<file path="config.mk">
export PLATFORM = sky130hd
export DESIGN_NAME = vfd_serial_ctrl
export DESIGN_NICKNAME = d
export VERILOG_FILES = /design/src/rtl/vfd_serial_pkg.sv /design/src/rtl/vfd_sync_edge.sv /design/src/rtl/vfd_frame_rx.sv /design/src/rtl/vfd_disp_ram.sv /design/src/rtl/vfd_serial_ctrl.sv
export SDC_FILE = /design/constraint.sdc
export NUM_CORES = 1
export LEC_CHECK = 0
export ABC_AREA = 1
export BUFFER_PORTS_ARGS = -buffer_cell sky130_fd_sc_hd__buf_4
export CAP_MARGIN = 0
export CORE_ASPECT_RATIO = 0.7
export CORE_MARGIN = 2
export CORE_UTILIZATION = 45
export CTS_BUF_LIST = sky130_fd_sc_hd__clkbuf_4 sky130_fd_sc_hd__clkbuf_8
export DETAILED_ROUTE_END_ITERATION = 10
export HOLD_SLACK_MARGIN = 0.06
export REMOVE_ABC_BUFFERS = 1
export SYNTH_ARGS = -nofsm -noshare
export SYNTH_HDL_FRONTEND = slang
export SYNTH_SLANG_ARGS = --single-unit
</file>
<file path="constraint.sdc">
create_clock -name clk -period 2.3 [get_ports clk]
set_input_delay 0.23 -clock clk [delete_from_list [all_inputs] [get_ports clk]]
set_output_delay 0.23 -clock clk [all_outputs]
set_load 0.02 [all_outputs]
</file>
<file path="src/rtl/vfd_serial_pkg.sv">
package vfd_serial_pkg;

    localparam int BYTE_W   = 8;
    localparam int CNT_W    = 3;
    localparam int SEG_BITS = 2 * BYTE_W;

    typedef enum logic [1:0] {
        MODE_IDLE  = 2'd0,
        MODE_WRITE = 2'd1,
        MODE_READ  = 2'd2
    } rx_mode_e;

    typedef enum logic [1:0] {
        CMD_OTHER = 2'd0,
        CMD_ADDR  = 2'd1,
        CMD_READ  = 2'd2
    } cmd_kind_e;

    // Class of a command byte: bits 7:6 = 11 sets the address,
    // bits 7:6 = 01 with bit 1 set starts a key-data read.
    function automatic cmd_kind_e classify_cmd(input logic [7:6] top2, input logic rd_bit);
        if (top2 == 2'b11)
            return CMD_ADDR;
        else if (top2 == 2'b01 && rd_bit)
            return CMD_READ;
        else
            return CMD_OTHER;
    endfunction

endpackage

</file>
<file path="src/rtl/vfd_sync_edge.sv">
module vfd_sync_edge #(
    parameter int           W         = 3,
    parameter int           STAGES    = 2,
    parameter logic [W-1:0] RESET_VAL = '0
) (
    input  logic         clk,
    input  logic         rst_n,
    input  logic [W-1:0] async_i,
    output logic [W-1:0] level_o,
    output logic [W-1:0] rise_o,
    output logic [W-1:0] fall_o
);

    // STAGES synchroniser flops plus one history flop for edge detection
    logic [STAGES:0][W-1:0] pipe_d, pipe_q;

    always_comb begin
        pipe_d[0] = async_i;
        for (int s = 1; s <= STAGES; s++) begin
            pipe_d[s] = pipe_q[s-1];
        end
    end

    always_ff @(posedge clk or negedge rst_n) begin
        if (!rst_n) begin
            pipe_q <= {(STAGES+1){RESET_VAL}};
        end else begin
            pipe_q <= pipe_d;
        end
    end

    genvar b;
    generate
        for (b = 0; b < W; b++) begin : g_bit
            assign level_o[b] = pipe_q[STAGES-1][b];
            assign rise_o[b]  = pipe_q[STAGES-1][b] & ~pipe_q[STAGES][b];
            assign fall_o[b]  = ~pipe_q[STAGES-1][b] & pipe_q[STAGES][b];
        end
    endgenerate

endmodule

</file>
<file path="src/rtl/vfd_frame_rx.sv">
module vfd_frame_rx
    import vfd_serial_pkg::*;
#(
    parameter int ADDR_W    = 5,
    parameter int LAST_ADDR = 21,
    parameter int KEY_BITS  = 24
) (
    input  logic                clk,
    input  logic                rst_n,
    input  logic                strobe_lvl_i,
    input  logic                strobe_edge_i,
    input  logic                sclk_rise_i,
    input  logic                sclk_fall_i,
    input  logic                sdata_i,
    input  logic [KEY_BITS-1:0] key_data_i,
    output logic                wr_en_o,
    output logic [ADDR_W-1:0]   wr_addr_o,
    output logic [BYTE_W-1:0]   wr_data_o,
    output logic                sdo_pull_low_o,
    output logic [CNT_W-1:0]    bit_cnt_o
);

    localparam logic [ADDR_W-1:0] LAST_A   = ADDR_W'(LAST_ADDR);
    localparam logic [CNT_W-1:0]  LAST_BIT = CNT_W'(BYTE_W - 1);

    typedef struct packed {
        logic [CNT_W-1:0]    bit_cnt;
        logic [BYTE_W-1:0]   shreg;
        logic                first;
        rx_mode_e            mode;
        logic [ADDR_W-1:0]   addr;
        logic [KEY_BITS-1:0] tx_sh;
        logic                tx_bit;
        logic                wr_en;
        logic [ADDR_W-1:0]   wr_addr;
        logic [BYTE_W-1:0]   wr_data;
    } rx_state_t;

    rx_state_t st_d, st_q;
    logic [BYTE_W-1:0] byte_next;
    logic [ADDR_W-1:0] set_addr;
    cmd_kind_e         kind;

    assign byte_next = {sdata_i, st_q.shreg[BYTE_W-1:1]};
    assign set_addr  = byte_next[ADDR_W-1:0];
    assign kind      = classify_cmd(byte_next[7:6], byte_next[1]);

    always_comb begin
        st_d       = st_q;
        st_d.wr_en = 1'b0;
        if (strobe_edge_i) begin
            // any strobe edge reinitialises framing; wins over a clock edge
            st_d.bit_cnt = '0;
            st_d.first   = 1'b1;
            st_d.mode    = MODE_IDLE;
            st_d.tx_bit  = 1'b1;
        end else if (!strobe_lvl_i) begin
            if (sclk_rise_i) begin
                st_d.shreg = byte_next;
                if (st_q.bit_cnt == LAST_BIT) begin
                    st_d.bit_cnt = '0;
                    if (st_q.first) begin
                        st_d.first = 1'b0;
                        unique case (kind)
                            CMD_ADDR: begin
                                st_d.mode = MODE_WRITE;
                                st_d.addr = (set_addr > LAST_A) ? '0 : set_addr;
                            end
                            CMD_READ: begin
                                st_d.mode  = MODE_READ;
                                st_d.tx_sh = key_data_i;
                            end
                            default: st_d.mode = MODE_IDLE;
                        endcase
                    end else if (st_q.mode == MODE_WRITE) begin
                        st_d.wr_en   = 1'b1;
                        st_d.wr_addr = st_q.addr;
                        st_d.wr_data = byte_next;
                        st_d.addr    = (st_q.addr == LAST_A) ? '0 : st_q.addr + 1'b1;
                    end
                end else begin
                    st_d.bit_cnt = st_q.bit_cnt + 1'b1;
                end
            end
            if (sclk_fall_i && st_q.mode == MODE_READ) begin
                st_d.tx_bit = st_q.tx_sh[0];
                st_d.tx_sh  = {1'b1, st_q.tx_sh[KEY_BITS-1:1]};
            end
        end
    end

    always_ff @(posedge clk or negedge rst_n) begin
        if (!rst_n) begin
            st_q         <= '0;
            st_q.first   <= 1'b1;
            st_q.mode    <= MODE_IDLE;
            st_q.tx_sh   <= '1;
            st_q.tx_bit  <= 1'b1;
        end else begin
            st_q <= st_d;
        end
    end

    assign wr_en_o        = st_q.wr_en;
    assign wr_addr_o      = st_q.wr_addr;
    assign wr_data_o      = st_q.wr_data;
    assign sdo_pull_low_o = ~st_q.tx_bit;
    assign bit_cnt_o      = st_q.bit_cnt;

endmodule

</file>
<file path="src/rtl/vfd_disp_ram.sv">
module vfd_disp_ram
    import vfd_serial_pkg::*;
#(
    parameter int NUM_DIGITS = 11,
    parameter int DIG_W      = 4,
    parameter int ADDR_W     = 5
) (
    input  logic                clk,
    input  logic                rst_n,
    input  logic                wr_en_i,
    input  logic [ADDR_W-1:0]   wr_addr_i,
    input  logic [BYTE_W-1:0]   wr_data_i,
    input  logic [DIG_W-1:0]    scan_digit_i,
    output logic [SEG_BITS-1:0] scan_data_o
);

    logic [SEG_BITS-1:0] mem_d [NUM_DIGITS];
    logic [SEG_BITS-1:0] mem_q [NUM_DIGITS];
    logic [DIG_W-1:0]    wr_digit;
    logic                wr_upper;

    assign wr_digit = wr_addr_i[ADDR_W-1:1];
    assign wr_upper = wr_addr_i[0];

    genvar g;
    generate
        for (g = 0; g < NUM_DIGITS; g++) begin : g_digit
            always_comb begin
                mem_d[g] = mem_q[g];
                if (wr_en_i && wr_digit == DIG_W'(g)) begin
                    if (wr_upper)
                        mem_d[g][SEG_BITS-1:BYTE_W] = wr_data_i;
                    else
                        mem_d[g][BYTE_W-1:0] = wr_data_i;
                end
            end

            always_ff @(posedge clk or negedge rst_n) begin
                if (!rst_n)
                    mem_q[g] <= '0;
                else
                    mem_q[g] <= mem_d[g];
            end
        end
    endgenerate

    always_comb begin
        scan_data_o = '0;
        for (int i = 0; i < NUM_DIGITS; i++) begin
            if (scan_digit_i == DIG_W'(i))
                scan_data_o = mem_q[i];
        end
    end

endmodule

</file>
<file path="src/rtl/vfd_serial_ctrl.sv">
module vfd_serial_ctrl
    import vfd_serial_pkg::*;
#(
    parameter int NUM_DIGITS  = 11,
    parameter int KEY_BYTES   = 3,
    parameter int SYNC_STAGES = 2,
    localparam int DIG_W      = $clog2(NUM_DIGITS),
    localparam int KEY_BITS   = KEY_BYTES * BYTE_W
) (
    input  logic                clk,
    input  logic                rst_n,
    input  logic                strobe_i,
    input  logic                sclk_i,
    input  logic                sdata_i,
    output logic                sdo_pull_low_o,
    input  logic [DIG_W-1:0]    scan_digit_i,
    output logic [SEG_BITS-1:0] scan_data_o,
    input  logic [KEY_BITS-1:0] key_data_i
);

    localparam int ADDR_W    = DIG_W + 1;
    localparam int LAST_ADDR = 2 * NUM_DIGITS - 1;

    // bit 0 strobe, bit 1 shift clock, bit 2 data; both clocks idle high
    logic [2:0]          pin_lvl, pin_rise, pin_fall;
    logic                strobe_lvl, strobe_edge;
    logic                wr_en;
    logic [ADDR_W-1:0]   wr_addr;
    logic [BYTE_W-1:0]   wr_data;
    logic [CNT_W-1:0]    bit_cnt;

    vfd_sync_edge #(
        .W         (3),
        .STAGES    (SYNC_STAGES),
        .RESET_VAL (3'b011)
    ) u_sync (
        .clk     (clk),
        .rst_n   (rst_n),
        .async_i ({sdata_i, sclk_i, strobe_i}),
        .level_o (pin_lvl),
        .rise_o  (pin_rise),
        .fall_o  (pin_fall)
    );

    assign strobe_lvl  = pin_lvl[0];
    assign strobe_edge = pin_rise[0] | pin_fall[0];

    vfd_frame_rx #(
        .ADDR_W    (ADDR_W),
        .LAST_ADDR (LAST_ADDR),
        .KEY_BITS  (KEY_BITS)
    ) u_rx (
        .clk            (clk),
        .rst_n          (rst_n),
        .strobe_lvl_i   (strobe_lvl),
        .strobe_edge_i  (strobe_edge),
        .sclk_rise_i    (pin_rise[1]),
        .sclk_fall_i    (pin_fall[1]),
        .sdata_i        (pin_lvl[2]),
        .key_data_i     (key_data_i),
        .wr_en_o        (wr_en),
        .wr_addr_o      (wr_addr),
        .wr_data_o      (wr_data),
        .sdo_pull_low_o (sdo_pull_low_o),
        .bit_cnt_o      (bit_cnt)
    );

    vfd_disp_ram #(
        .NUM_DIGITS (NUM_DIGITS),
        .DIG_W      (DIG_W),
        .ADDR_W     (ADDR_W)
    ) u_ram (
        .clk          (clk),
        .rst_n        (rst_n),
        .wr_en_i      (wr_en),
        .wr_addr_i    (wr_addr),
        .wr_data_i    (wr_data),
        .scan_digit_i (scan_digit_i),
        .scan_data_o  (scan_data_o)
    );

endmodule

</file>
==> impl_metrics.sql <==
INSERT INTO impl_metrics (metric_group, metric, value, unit) VALUES
('timing', 'grt_setup_unrepaired', 'no', ''),
('timing', 'timing.clock.skew', '17.5', 'ps'),
('logic_synthesis', 'post-synth-top-count-cell', 'nand2_1', ''),
('global_routing', 'grt_pass1_vias', '8337', ''),
('logic_synthesis', 'synth_ff_type', 'dfrtp_1', ''),
('critical_path', 'reg2reg_to', 'u_rx.wr_data_o[3]$_DFFE_PN0P_', ''),
('global_routing', 'global_route.usage.total', '21.8', '%'),
('floorplan', 'io-pin-count', '50', ''),
('cts', 'ctsResizeCount', '0', ''),
('worst_hold_path', 'hold_depth', '5', ''),
('placed_design', 'gp_routability_congestion', '0.847', ''),
('logic_synthesis', 'synth_cell_types', '34', ''),
('logic_synthesis', 'yosys-top-cells-count', '357 x nand2_1, 209 x dfrtp_1, 207 x o21ai_0, 93 x nand3_1, 86 x inv_1', ''),
('cts', 'tritoncts_buffer_count', '38', ''),
('logic_synthesis', 'yosys.area.top_type_share', '48.0', '%'),
('routing', 'vias', '8636', ''),
('timing', 'max_clock_freq', '493', 'MHz'),
('cells_and_area', 'multiInputGateArea', '0.00411', 'mm²'),
('logic_synthesis', 'synth_warnings', '0', ''),
('critical_path', 'largest_stage_delay_worst_path', '560', 'ps'),
('logic_synthesis', 'synth_area_per_cell', '8.52', 'µm²'),
('critical_path', 'worstPathMaxFanout', '27', ''),
('global_routing', 'maximum_number_of_pins_on_one_net_before_global_route_repair', '59', ''),
('cts', 'clock_tree.buffer_depth', '3', ''),
('timing', 'post_route_setup_slack', '270', 'ps'),
('cells_and_area', 'postLayoutCoreUtil', '52.5', '%'),
('placed_design', 'place_worst_setup_slack', '301', 'ps'),
('worst_hold_path', 'worstHoldPathType', 'input port to flip-flop', ''),
('critical_path', 'path_common_cell', 'nor2_2', ''),
('power_and_ir_drop', 'p_leak', '5.63', 'nW'),
('routing', 'route.detailed.drc', '0', ''),
('routing', 'route.detailed.wl_per_inst', '15.9', 'µm'),
('timing', 'whs', '98.4', 'ps'),
('placed_design', 'place.port_buffers', '49', ''),
('routing', 'detail_route.first_pass.iterations', '5', ''),
('timing', 'remaining_max_slew_budget_at_the_tightest_pin', '40.8', '%'),
('logic_synthesis', 'synthesis.instances', '1279', ''),
('worst_hold_path', 'whs_endpoint', 'u_rx.st_q[20]$_DFFE_PN1P_', ''),
('floorplan', 'core_area', '0.0237', 'mm²'),
('cells_and_area', 'nFillCells', '2275', ''),
('timing', 'tightestPinTransition', '887', 'ps'),
('power_and_ir_drop', 'power', '8.43', 'mW'),
('critical_path', 'critPathRequiredTime', '2660', 'ps'),
('outcome', 'outcome', 'finished clean', ''),
('cts', 'cts_post_setup_buffers_inserted', '0', ''),
('global_routing', 'antenna_found_initial', '0', ''),
('floorplan', 'die_area', '0.0255', 'mm²'),
('critical_path', 'category_of_the_most_critical_setup_path', 'flip-flop to flip-flop', ''),
('cts', 'ctsHoldBuffers', '5', ''),
('logic_synthesis', 'synth-edff-count', '0', ''),
('power_and_ir_drop', 'power_density', '677', 'mW/mm²'),
('logic_synthesis', 'synth.cell_area', '0.0109', 'mm²'),
('timing', 'setup_violations', '0', ''),
('cells_and_area', 'flow.area_growth_from_synthesis', '14.1', '%'),
('cells_and_area', 'finalNetCount', '1375', ''),
('timing', 'slew_violations', '0', ''),
('timing', 'fin_hold_viols', '0', ''),
('timing', 'fin_crit_sh', '88.2', '%'),
('global_routing', 'global_route.overflow_total', '0', ''),
('critical_path', 'critical-path-slowest-cell', 'dfstp_2', ''),
('cts', 'clock-root-buffer', 'clkbuf_8', ''),
('critical_path', 'startpoint_type_of_the_worst_setup_path', 'flip-flop', ''),
('cts', 'worst_skew_pair.late_latency', '530', 'ps'),
('cts', 'clock_sink_count', '241', ''),
('critical_path', 'critPathTopFamily', 'flip-flops', ''),
('critical_path', 'timing.critical_path.cells', 'inv_1, ha_1, nor2_2, nand4_1, nor2_2, buf_4, o21ai_0', ''),
('cts', 'clk_pin_slew', '60', 'ps'),
('logic_synthesis', 'postSynthRegisterBits', '241', ''),
('critical_path', 'path_buf_inv', '2', ''),
('timing', 'timing.final.crit_period', '2030', 'ps'),
('cells_and_area', 'layout-drive-gt1-share', '15.6', '%');
==> routing by layer <==
layer	vias up	GRT usage (%)	part of all wire, %
li1	4321	-	-
met1	4143	34.1	53
met2	143	31.7	42
met3	29	3.38	4.0
met4	0	4.78	1.0
met5	-	0	0
==> power by group <==
part           switching [mW]  internal (mW)  leakage (nW)
clock                    1.61           2.08         0.423
combinational           0.267          0.131          1.97
sequential             0.0464           4.29          3.24
==> metrics by stage <==
step,std cells,instance area (µm²),TNS [ps]
after floorplan,1207,10500,-12160
after global placement,1609,11600,0
after detailed placement,1609,11600,0
after CTS,1681,12400,0
after global routing,1681,12400,0
final,1682,12400,0
==> worst register-to-register path, delay by kind of cell (launching register included) <==
family	cells	cell delay [ps]
AOI/OAI and AO/OA	1	120
adders and majority gates	1	330
buffers and inverters	2	330
DFF	1	560
and+or+nand+nor	3	540
==> cell type report <==
type,count,share of cell area (%)
antenna,1,0.0201
clock buffer,64,6.12
clock inverter,3,0.121
inverter,89,2.69
multi-input combinational,877,33.0
sequential,241,48.8
tap,318,3.20
timing repair buffer,89,6.03
==> flip-flops by register name, indices dropped and copies added, names as in the netlist <==
signal,count
u_sync.pipe_d,3
u_rx.wr_addr_o,5
u_rx.byte_next,7
u_rx.st_q,33
u_rx.bit_cnt_o,3
u_sync.pipe_q,2
u_ram.mem_q,176
u_rx.wr_en_o,1
u_sync.level_o,3
u_rx.wr_data_o,8
==> worst max path at each step <==
stage | from | end | slack (ps)
global placement | scan_digit_i[0] | scan_data_o[3] | 310
global route | u_sync.level_o[0]$_DFF_PN1_ | u_rx.wr_addr_o[0]$_DFFE_PN0P_ | 110
finish | u_sync.level_o[0]$_DFF_PN1_ | u_rx.wr_data_o[3]$_DFFE_PN0P_ | 270
CTS | u_ram.mem_q[174]$_DFFE_PN0P_ | scan_data_o[14] | 280
floorplan | scan_digit_i[2] | scan_data_o[12] | -850
detailed placement | u_sync.level_o[0]$_DFF_PN1_ | u_rx.wr_data_o[3]$_DFFE_PN0P_ | 300
==> cells in the final DEF, fill, tap and decap left out, types with 19 or more instances in the layout <==
cell type,netlist,layout
a21oi_1,66,66
dfrtp_1,209,209
nor2_1,45,44
nand2_1,357,357
clkbuf_4,0,19
nand3_1,93,93
buf_4,3,78
o21ai_1,21,21
clkbuf_8,0,45
nand4_1,33,33
o21ai_0,207,207
dfstp_2,32,32
inv_1,86,86
==> logic make-up (layout without fill, tap and decap cells) <==
logic type                 count (synthesis)  after routing  synth area share, %
and+or+nand+nor                          566            566                 22.6
AOI/OAI and AO/OA                        302            302                 14.0
other                                      0              1                    0
xor gates and xnor gates                   2              2                0.161
adders and majority gates                  6              6                0.689
muxes                                      1              1               0.0918
buffers and inverters                    161            245                 6.71
DFF                                      241            241                 55.7
(Power assumes the default switching activity.)
